File: src/rtl/sc_pkg.sv
package sc_pkg;
   localparam int INSTR_W = 16;
   localparam int FIELD_W = 4;

   localparam logic [FIELD_W-1:0] OPC_ADD  = 4'h0;
   localparam logic [FIELD_W-1:0] OPC_SUB  = 4'h1;
   localparam logic [FIELD_W-1:0] OPC_AND  = 4'h2;
   localparam logic [FIELD_W-1:0] OPC_OR   = 4'h3;
   localparam logic [FIELD_W-1:0] OPC_SLT  = 4'h4;
   localparam logic [FIELD_W-1:0] OPC_LDI  = 4'h6;
   localparam logic [FIELD_W-1:0] OPC_ADI  = 4'h7;
   localparam logic [FIELD_W-1:0] OPC_BEZ  = 4'h8;
   localparam logic [FIELD_W-1:0] OPC_BNZ  = 4'h9;

   typedef enum logic [2:0] {
      ALU_ADD,
      ALU_SUB,
      ALU_AND,
      ALU_OR,
      ALU_SLT,
      ALU_PASSB
   } alu_op_e;

   typedef struct packed {
      alu_op_e alu_op;
      logic    use_imm;
      logic    reg_wr;
      logic    branch;
      logic    br_on_zero;
      logic    test_rd;
   } ctrl_t;
endpackage

File: src/rtl/sc_ctrl.sv
module sc_ctrl
   import sc_pkg::*;
(
   input  logic [FIELD_W-1:0] opcode,
   output ctrl_t              ctrl
);
   always_comb begin
      ctrl = '{alu_op: ALU_ADD, use_imm: 1'b0, reg_wr: 1'b0,
               branch: 1'b0, br_on_zero: 1'b0, test_rd: 1'b0};
      case (opcode)
         OPC_ADD: begin ctrl.alu_op = ALU_ADD; ctrl.reg_wr = 1'b1; end
         OPC_SUB: begin ctrl.alu_op = ALU_SUB; ctrl.reg_wr = 1'b1; end
         OPC_AND: begin ctrl.alu_op = ALU_AND; ctrl.reg_wr = 1'b1; end
         OPC_OR:  begin ctrl.alu_op = ALU_OR;  ctrl.reg_wr = 1'b1; end
         OPC_SLT: begin ctrl.alu_op = ALU_SLT; ctrl.reg_wr = 1'b1; end
         OPC_LDI: begin
            ctrl.alu_op  = ALU_PASSB;
            ctrl.use_imm = 1'b1;
            ctrl.reg_wr  = 1'b1;
         end
         OPC_ADI: begin
            ctrl.alu_op  = ALU_ADD;
            ctrl.use_imm = 1'b1;
            ctrl.reg_wr  = 1'b1;
         end
         OPC_BEZ: begin
            ctrl.branch     = 1'b1;
            ctrl.br_on_zero = 1'b1;
            ctrl.test_rd    = 1'b1;
         end
         OPC_BNZ: begin
            ctrl.branch  = 1'b1;
            ctrl.test_rd = 1'b1;
         end
         default: ;
      endcase
   end
endmodule

File: src/rtl/sc_alu.sv
module sc_alu
   import sc_pkg::*;
#(
   parameter int DW = 4
) (
   input  logic [DW-1:0] a,
   input  logic [DW-1:0] b,
   input  alu_op_e       op,
   output logic [DW-1:0] y
);
   always_comb begin
      case (op)
         ALU_ADD:   y = a + b;
         ALU_SUB:   y = a - b;
         ALU_AND:   y = a & b;
         ALU_OR:    y = a | b;
         ALU_SLT:   y = (a < b) ? DW'(1) : '0;
         ALU_PASSB: y = b;
         default:   y = '0;
      endcase
   end
endmodule

File: src/rtl/sc_regfile.sv
module sc_regfile
   import sc_pkg::*;
#(
   parameter int DW   = 4,
   parameter int NREG = 4
) (
   input  logic               clk,
   input  logic               rst,
   input  logic [FIELD_W-1:0] ra_sel,
   input  logic [FIELD_W-1:0] rb_sel,
   input  logic               we,
   input  logic [FIELD_W-1:0] wa_sel,
   input  logic [DW-1:0]      wd,
   output logic [DW-1:0]      ra_data,
   output logic [DW-1:0]      rb_data,
   output logic [NREG*DW-1:0] dbg_flat
);
   localparam int RIDX_W = $clog2(NREG);

   logic [RIDX_W-1:0] ra_idx, rb_idx, wa_idx;
   logic [DW-1:0]     regs [NREG];

   assign ra_idx = ra_sel[RIDX_W-1:0];
   assign rb_idx = rb_sel[RIDX_W-1:0];
   assign wa_idx = wa_sel[RIDX_W-1:0];

   generate
      if (RIDX_W < FIELD_W) begin : g_spare_bits
         logic unused_hi;
         assign unused_hi = ^{ra_sel[FIELD_W-1:RIDX_W],
                              rb_sel[FIELD_W-1:RIDX_W],
                              wa_sel[FIELD_W-1:RIDX_W]};
      end
      for (genvar gi = 0; gi < NREG; gi++) begin : g_reg
         always_ff @(posedge clk) begin
            if (rst)
               regs[gi] <= '0;
            else if (we && wa_idx == RIDX_W'(gi))
               regs[gi] <= wd;
         end
         assign dbg_flat[gi*DW +: DW] = regs[gi];
      end
   endgenerate

   assign ra_data = regs[ra_idx];
   assign rb_data = regs[rb_idx];
endmodule

File: src/rtl/sc_imem.sv
module sc_imem
   import sc_pkg::*;
#(
   parameter int AW = 4
) (
   input  logic               clk,
   input  logic               we,
   input  logic [AW-1:0]      waddr,
   input  logic [INSTR_W-1:0] wdata,
   input  logic [AW-1:0]      raddr,
   output logic [INSTR_W-1:0] rdata
);
   localparam int DEPTH = 1 << AW;

   logic [INSTR_W-1:0] mem [DEPTH];

   always_ff @(posedge clk) begin
      if (we) mem[waddr] <= wdata;
   end

   assign rdata = mem[raddr];
endmodule

File: src/rtl/sc_core.sv
module sc_core
   import sc_pkg::*;
#(
   parameter int DW   = 4,
   parameter int AW   = 4,
   parameter int NREG = 4
) (
   input  logic               clk,
   input  logic               rst,
   input  logic               imem_we,
   input  logic [AW-1:0]      imem_waddr,
   input  logic [15:0]        imem_wdata,
   output logic [NREG*DW-1:0] dbg_regs,
   output logic [DW-1:0]      dbg_alu
);
   localparam int RIDX_W = $clog2(NREG);

   generate
      if (DW < FIELD_W) begin : g_bad_dw
         $error("sc_core: DW must be at least the immediate width");
      end
      if (NREG < 2 || (1 << RIDX_W) != NREG || RIDX_W > FIELD_W) begin : g_bad_nreg
         $error("sc_core: NREG must be a power of two between 2 and 16");
      end
      if (AW < 1 || AW > 12) begin : g_bad_aw
         $error("sc_core: AW out of range");
      end
   endgenerate

   logic [AW-1:0]      pc_q;
   logic [INSTR_W-1:0] instr;
   ctrl_t              ctrl;
   logic [FIELD_W-1:0] f_op, f_rd, f_rs1, f_lo;
   logic [DW-1:0]      ra_data, rb_data, opb, alu_y;
   logic               rf_we, br_taken, ra_zero;

   sc_imem #(.AW(AW)) u_imem (
      .clk   (clk),
      .we    (imem_we),
      .waddr (imem_waddr),
      .wdata (imem_wdata),
      .raddr (pc_q),
      .rdata (instr)
   );

   assign f_op  = instr[15:12];
   assign f_rd  = instr[11:8];
   assign f_rs1 = instr[7:4];
   assign f_lo  = instr[3:0];

   sc_ctrl u_ctrl (
      .opcode (f_op),
      .ctrl   (ctrl)
   );

   assign rf_we = ctrl.reg_wr;

   sc_regfile #(.DW(DW), .NREG(NREG)) u_rf (
      .clk      (clk),
      .rst      (rst),
      .ra_sel   (ctrl.test_rd ? f_rd : f_rs1),
      .rb_sel   (f_lo),
      .we       (rf_we),
      .wa_sel   (f_rd),
      .wd       (alu_y),
      .ra_data  (ra_data),
      .rb_data  (rb_data),
      .dbg_flat (dbg_regs)
   );

   assign opb = ctrl.use_imm ? DW'(f_lo) : rb_data;

   sc_alu #(.DW(DW)) u_alu (
      .a  (ra_data),
      .b  (opb),
      .op (ctrl.alu_op),
      .y  (alu_y)
   );

   assign ra_zero  = (ra_data == '0);
   assign br_taken = ctrl.branch & (ctrl.br_on_zero ? ra_zero : !ra_zero);

   always_ff @(posedge clk) begin
      if (rst)
         pc_q <= '0;
      else if (br_taken)
         pc_q <= pc_q + AW'(f_lo);
      else
         pc_q <= pc_q + AW'(1);
   end

   assign dbg_alu = alu_y;
endmodule

File: config.mk
export PLATFORM = sky130hd
export DESIGN_NAME = sc_core
export DESIGN_NICKNAME = d
export VERILOG_FILES = /design/src/rtl/sc_pkg.sv /design/src/rtl/sc_ctrl.sv /design/src/rtl/sc_alu.sv /design/src/rtl/sc_regfile.sv /design/src/rtl/sc_imem.sv /design/src/rtl/sc_core.sv
export SDC_FILE = /design/constraint.sdc
export NUM_CORES = 1
export LEC_CHECK = 0
export ABC_AREA = 1
export ABC_CLOCK_PERIOD_IN_PS = 3800
export CORE_MARGIN = 2
export CORE_UTILIZATION = 56
export CTS_BUF_LIST = sky130_fd_sc_hd__clkbuf_8
export CTS_CLUSTER_SIZE = 24
export DETAILED_ROUTE_END_ITERATION = 6
export GPL_TIMING_DRIVEN = 0
export PLACE_DENSITY = 0.79
export SYNTH_ARGS = -nofsm -noshare
export SYNTH_HDL_FRONTEND = slang
export SYNTH_SLANG_ARGS = --single-unit
File: constraint.sdc
create_clock -name clk -period 3.8 [get_ports clk]
set_input_delay 0.57 -clock clk [delete_from_list [all_inputs] [get_ports clk]]
set_output_delay 0.57 -clock clk [all_outputs]
set_load 0.03 [all_outputs]
==> results_dict.tcl <==
set metrics [dict create \
    status "complete, but fails checks" \
    violations "negative setup slack" \
    rsz0062_at_grt "true" \
    r2r_start "pc_q[0]$_SDFF_PP0_" \
    drt-vias-per-instance 5.96 \
    die_h_um 135 \
    hpwl_um 15100 \
    vias 7464 \
    worstPathArrival_ns 3.94 \
    min_from "pc_q[0]$_SDFF_PP0_" \
    gp_congestion 0.854 \
    cts_tree "yes" \
    slowest_stage "or3_1" \
    portBuffers 38 \
    crit_fanout 10 \
    cp_common_cell "inv_2" \
    path_cells "buf_12, clkinv_8, buf_12, buf_8, bufbuf_16, a21oi_1, a221oi_1, or3_1, nand2_4, inv_2, o21ai_2, inv_2, ha_4, inv_2, nor2_2, nor2_1, xor2_1, nand2_1, o21ai_2, a211oi_2, and2_4, inv_2, buf_6" \
    mappedNetlistArea_um2 9680 \
    yosys_warnings 0 \
    synthAdderAreaFrac_pct 2.56 \
    mappedNetlistNets 917 \
    hold_viol 0 \
    min_path_type "flip-flop to flip-flop" \
    reg2regPathDepth 23 \
    finalClockSkew_ns 0.0321 \
    drt-initial-drc-count 930 \
    cpPeakStageDelay_ns 0.41 \
    core-area_um2 17100 \
    grt_usage_pct 28.0 \
    drv_cap 0 \
    wl_per_cell_um 20.7 \
    synth_top_family_by_area "simple AND/OR/NAND/NOR gates" \
    synthCells 876 \
    layoutNonFillerInstCount 1252 \
    synth_xor_area_share_pct 0.452 \
    core.rowCount 48 \
    whs_endpoint "pc_q[0]$_SDFF_PP0_" \
    timing.rr.end "u_rf.regs[2][3]$_SDFFCE_PN0P_" \
    hold_depth 3 \
    yosys.area_share.simple_pct 18.7 \
    die-area_um2 18400 \
    avgSynthCellArea_um2 11.0 \
    multi_input_area_um2 3200 \
    area_growth_pct 26.4 \
    firstDrtPassIters 6 \
    synth_compound_area_share_pct 6.83 \
    remaining_drc_errors 0 \
    fmax_ghz 0.222 \
    clockBufferDepth 3 \
    min_period_ns 4.51 \
    synth.mux.area_fraction_pct 0 \
    nFillCells 1066 \
    dp_cells 1149 \
    synth-seq-area-share_pct 65.4 \
    setup.worst_path.start "pc_q[0]$_SDFF_PP0_" \
    antenna_left 0 \
    synth_top_area_cell "edfxtp_1" \
    num_antenna_cells 0 \
    setup_viol 4 \
    nNetsFinal 1050 \
    start_kind "flip-flop" \
    wirelength_um 25900 \
    overflow 0 \
    grt_pass1_wl_um 38200 \
    netlist.area_leader.share_pct 64.5 \
    maxSlewHeadroom_pct 32.3 \
    path_class "flip-flop to output port" \
    cts_max_level 2 \
    clock_sinks 212 \
    cp.required_ns 3.23 \
    end_kind "output port" \
    first_global_vias 7132 \
    seq_area_um2 6330 \
    antenna_found_initial 0 \
    die_w_um 135 \
    post-route-period-util_pct 119 \
    ys_ff_latch 212 \
    clkTransAtPathRegs_ns 0.06 \
    synth_area_leaders "edfxtp_1, nand2_1, nand3_1" \
    tightest_slew_ns 1.02 \
    finalWorstSetupSlack_ns -0.714 \
    regToRegSetupSlack_ns 0.10 \
    grt_max_degree 17 \
    clock_latency_ns 0.54 \
    final_max_slew_viol_count 0 \
    ctsRootBufferMaster "clkbuf_8" \
    initial_utilization_pct 56.5 \
    numCtsBuffers 35 \
    drive_gt1_share_pct 25.6 \
    io_pins 43 \
    yosysUniqueCellTypes 46 \
]
-- layout by cell type (no fill, tap or decap), types with 10 or more instances in the layout --
cell             count
a21oi_1             11
buf_4               43
buf_6               23
buf_8               18
clkbuf_8            36
clkdlybuf4s50_1     34
edfxtp_1           208
ha_1                10
inv_1               72
inv_2               11
nand2_1            165
nand2_2             19
nand3_1            104
nor2_1              69
nor2_2              18
o21ai_0             24
o21ai_1             18
-- worst max path at each step --
stage | end | slack [ns] | depth (start not counted)
final | dbg_alu[3] | -0.71 | 23
after global placement | dbg_alu[3] | -1.22 | 25
after global routing | dbg_alu[3] | -0.87 | 27
after CTS | dbg_alu[3] | -0.68 | 27
after detailed placement | dbg_alu[3] | -1.22 | 25
after floorplan | dbg_alu[2] | 0.01 | 20
-- state kept, by name, indices dropped and copies added, names as in the netlist --
register    flops
pc_q            4
u_imem.mem    192
u_rf.regs      16
-- through the flow --
stage | area [um2] | hold slack, ns | setup TNS (ns) | setup WS, ns | util (%)
3_3_place_gp | 10300 | 0.590 | -6.81 | -1.22 | 60.4
5_1_grt | 12200 | 0.656 | -3.65 | -0.870 | 71.5
6_report | 12200 | 0.618 | -2.67 | -0.714 | 71.5
2_1_floorplan | 9680 | 0.577 | 0 | 0.0132 | -
3_5_place_dp | 10500 | 0.603 | -6.83 | -1.22 | 61.5
4_1_cts | 11900 | 0.605 | -3.98 | -0.675 | 69.4
-- worst max-delay path: cells and delay by family (launching register included) --
family | cells | cell delay (ns)
AOI/OAI and AO/OA | 5 | 0.60
xor gates and xnor gates | 1 | 0.13
adders and majority gates | 1 | 0.27
buffers and inverters | 10 | 1.11
DFF | 1 | 0.35
and+or+nand+nor | 6 | 0.96
-- synthesized netlist by cell type (all sizes together) --
cell and instances:
inv 81, nand2 194, xor2 3, or2 1, a221oi 3, a221o 2, o2111ai 1, nor2 90
buf 36, xnor2 2, edfxtp 208, o21ai 52, or3 1, a22o 1, and3 1, clkbuf 3
and2 1, o211a 1, clkinv 1, nand3 115, a21oi 19, nor3 8, fa 3, a32o 3
a311o 1, a211oi 1, o211ai 9, dfxtp 4, o22ai 4, ha 15, nand4 3, o221ai 9
-- metal layers --
layer / global-route usage (%) / vias to the layer above / wire length (um)
met3: 7.44 / 62 / 2960
met1: 36.3 / 3591 / 9620
li1: - / 3326 / -
met5: 0 / - / 0
met2: 46.2 / 485 / 12600
met4: 9.78 / 0 / 673
-- cells by family (layout without fill, tap and decap cells) --
| group | Yosys count | count (layout) |
|---|---|---|
| simple gates | 414 | 414 |
| flops | 212 | 212 |
| buf+inv | 121 | 272 |
| compound gates | 106 | 106 |
| fa+ha+maj | 18 | 18 |
| xor+xnor | 5 | 5 |
-- cell type report --
class	count	share of cell area, %
sequential	212	51.8
clock buffer	36	4.05
clock inverter	19	0.675
timing repair buffer	97	8.33
inverter	82	2.78
buffer	38	3.92
multi-input combinational	543	26.2
tap	225	2.30
-- repair_timing --
item                                   CTS  global route
gates resized for setup                146            72
gates cloned                             5             1
setup endpoints to repair               20            17
setup buffers                           36            13
endpoints found under the hold margin    0             0
pin swaps                               29            38
hold buffers                             0             0
Power is left out: the tool's default activity adds up to more than one toggle a clock period on the data nets, which glitch-free logic cannot reach.
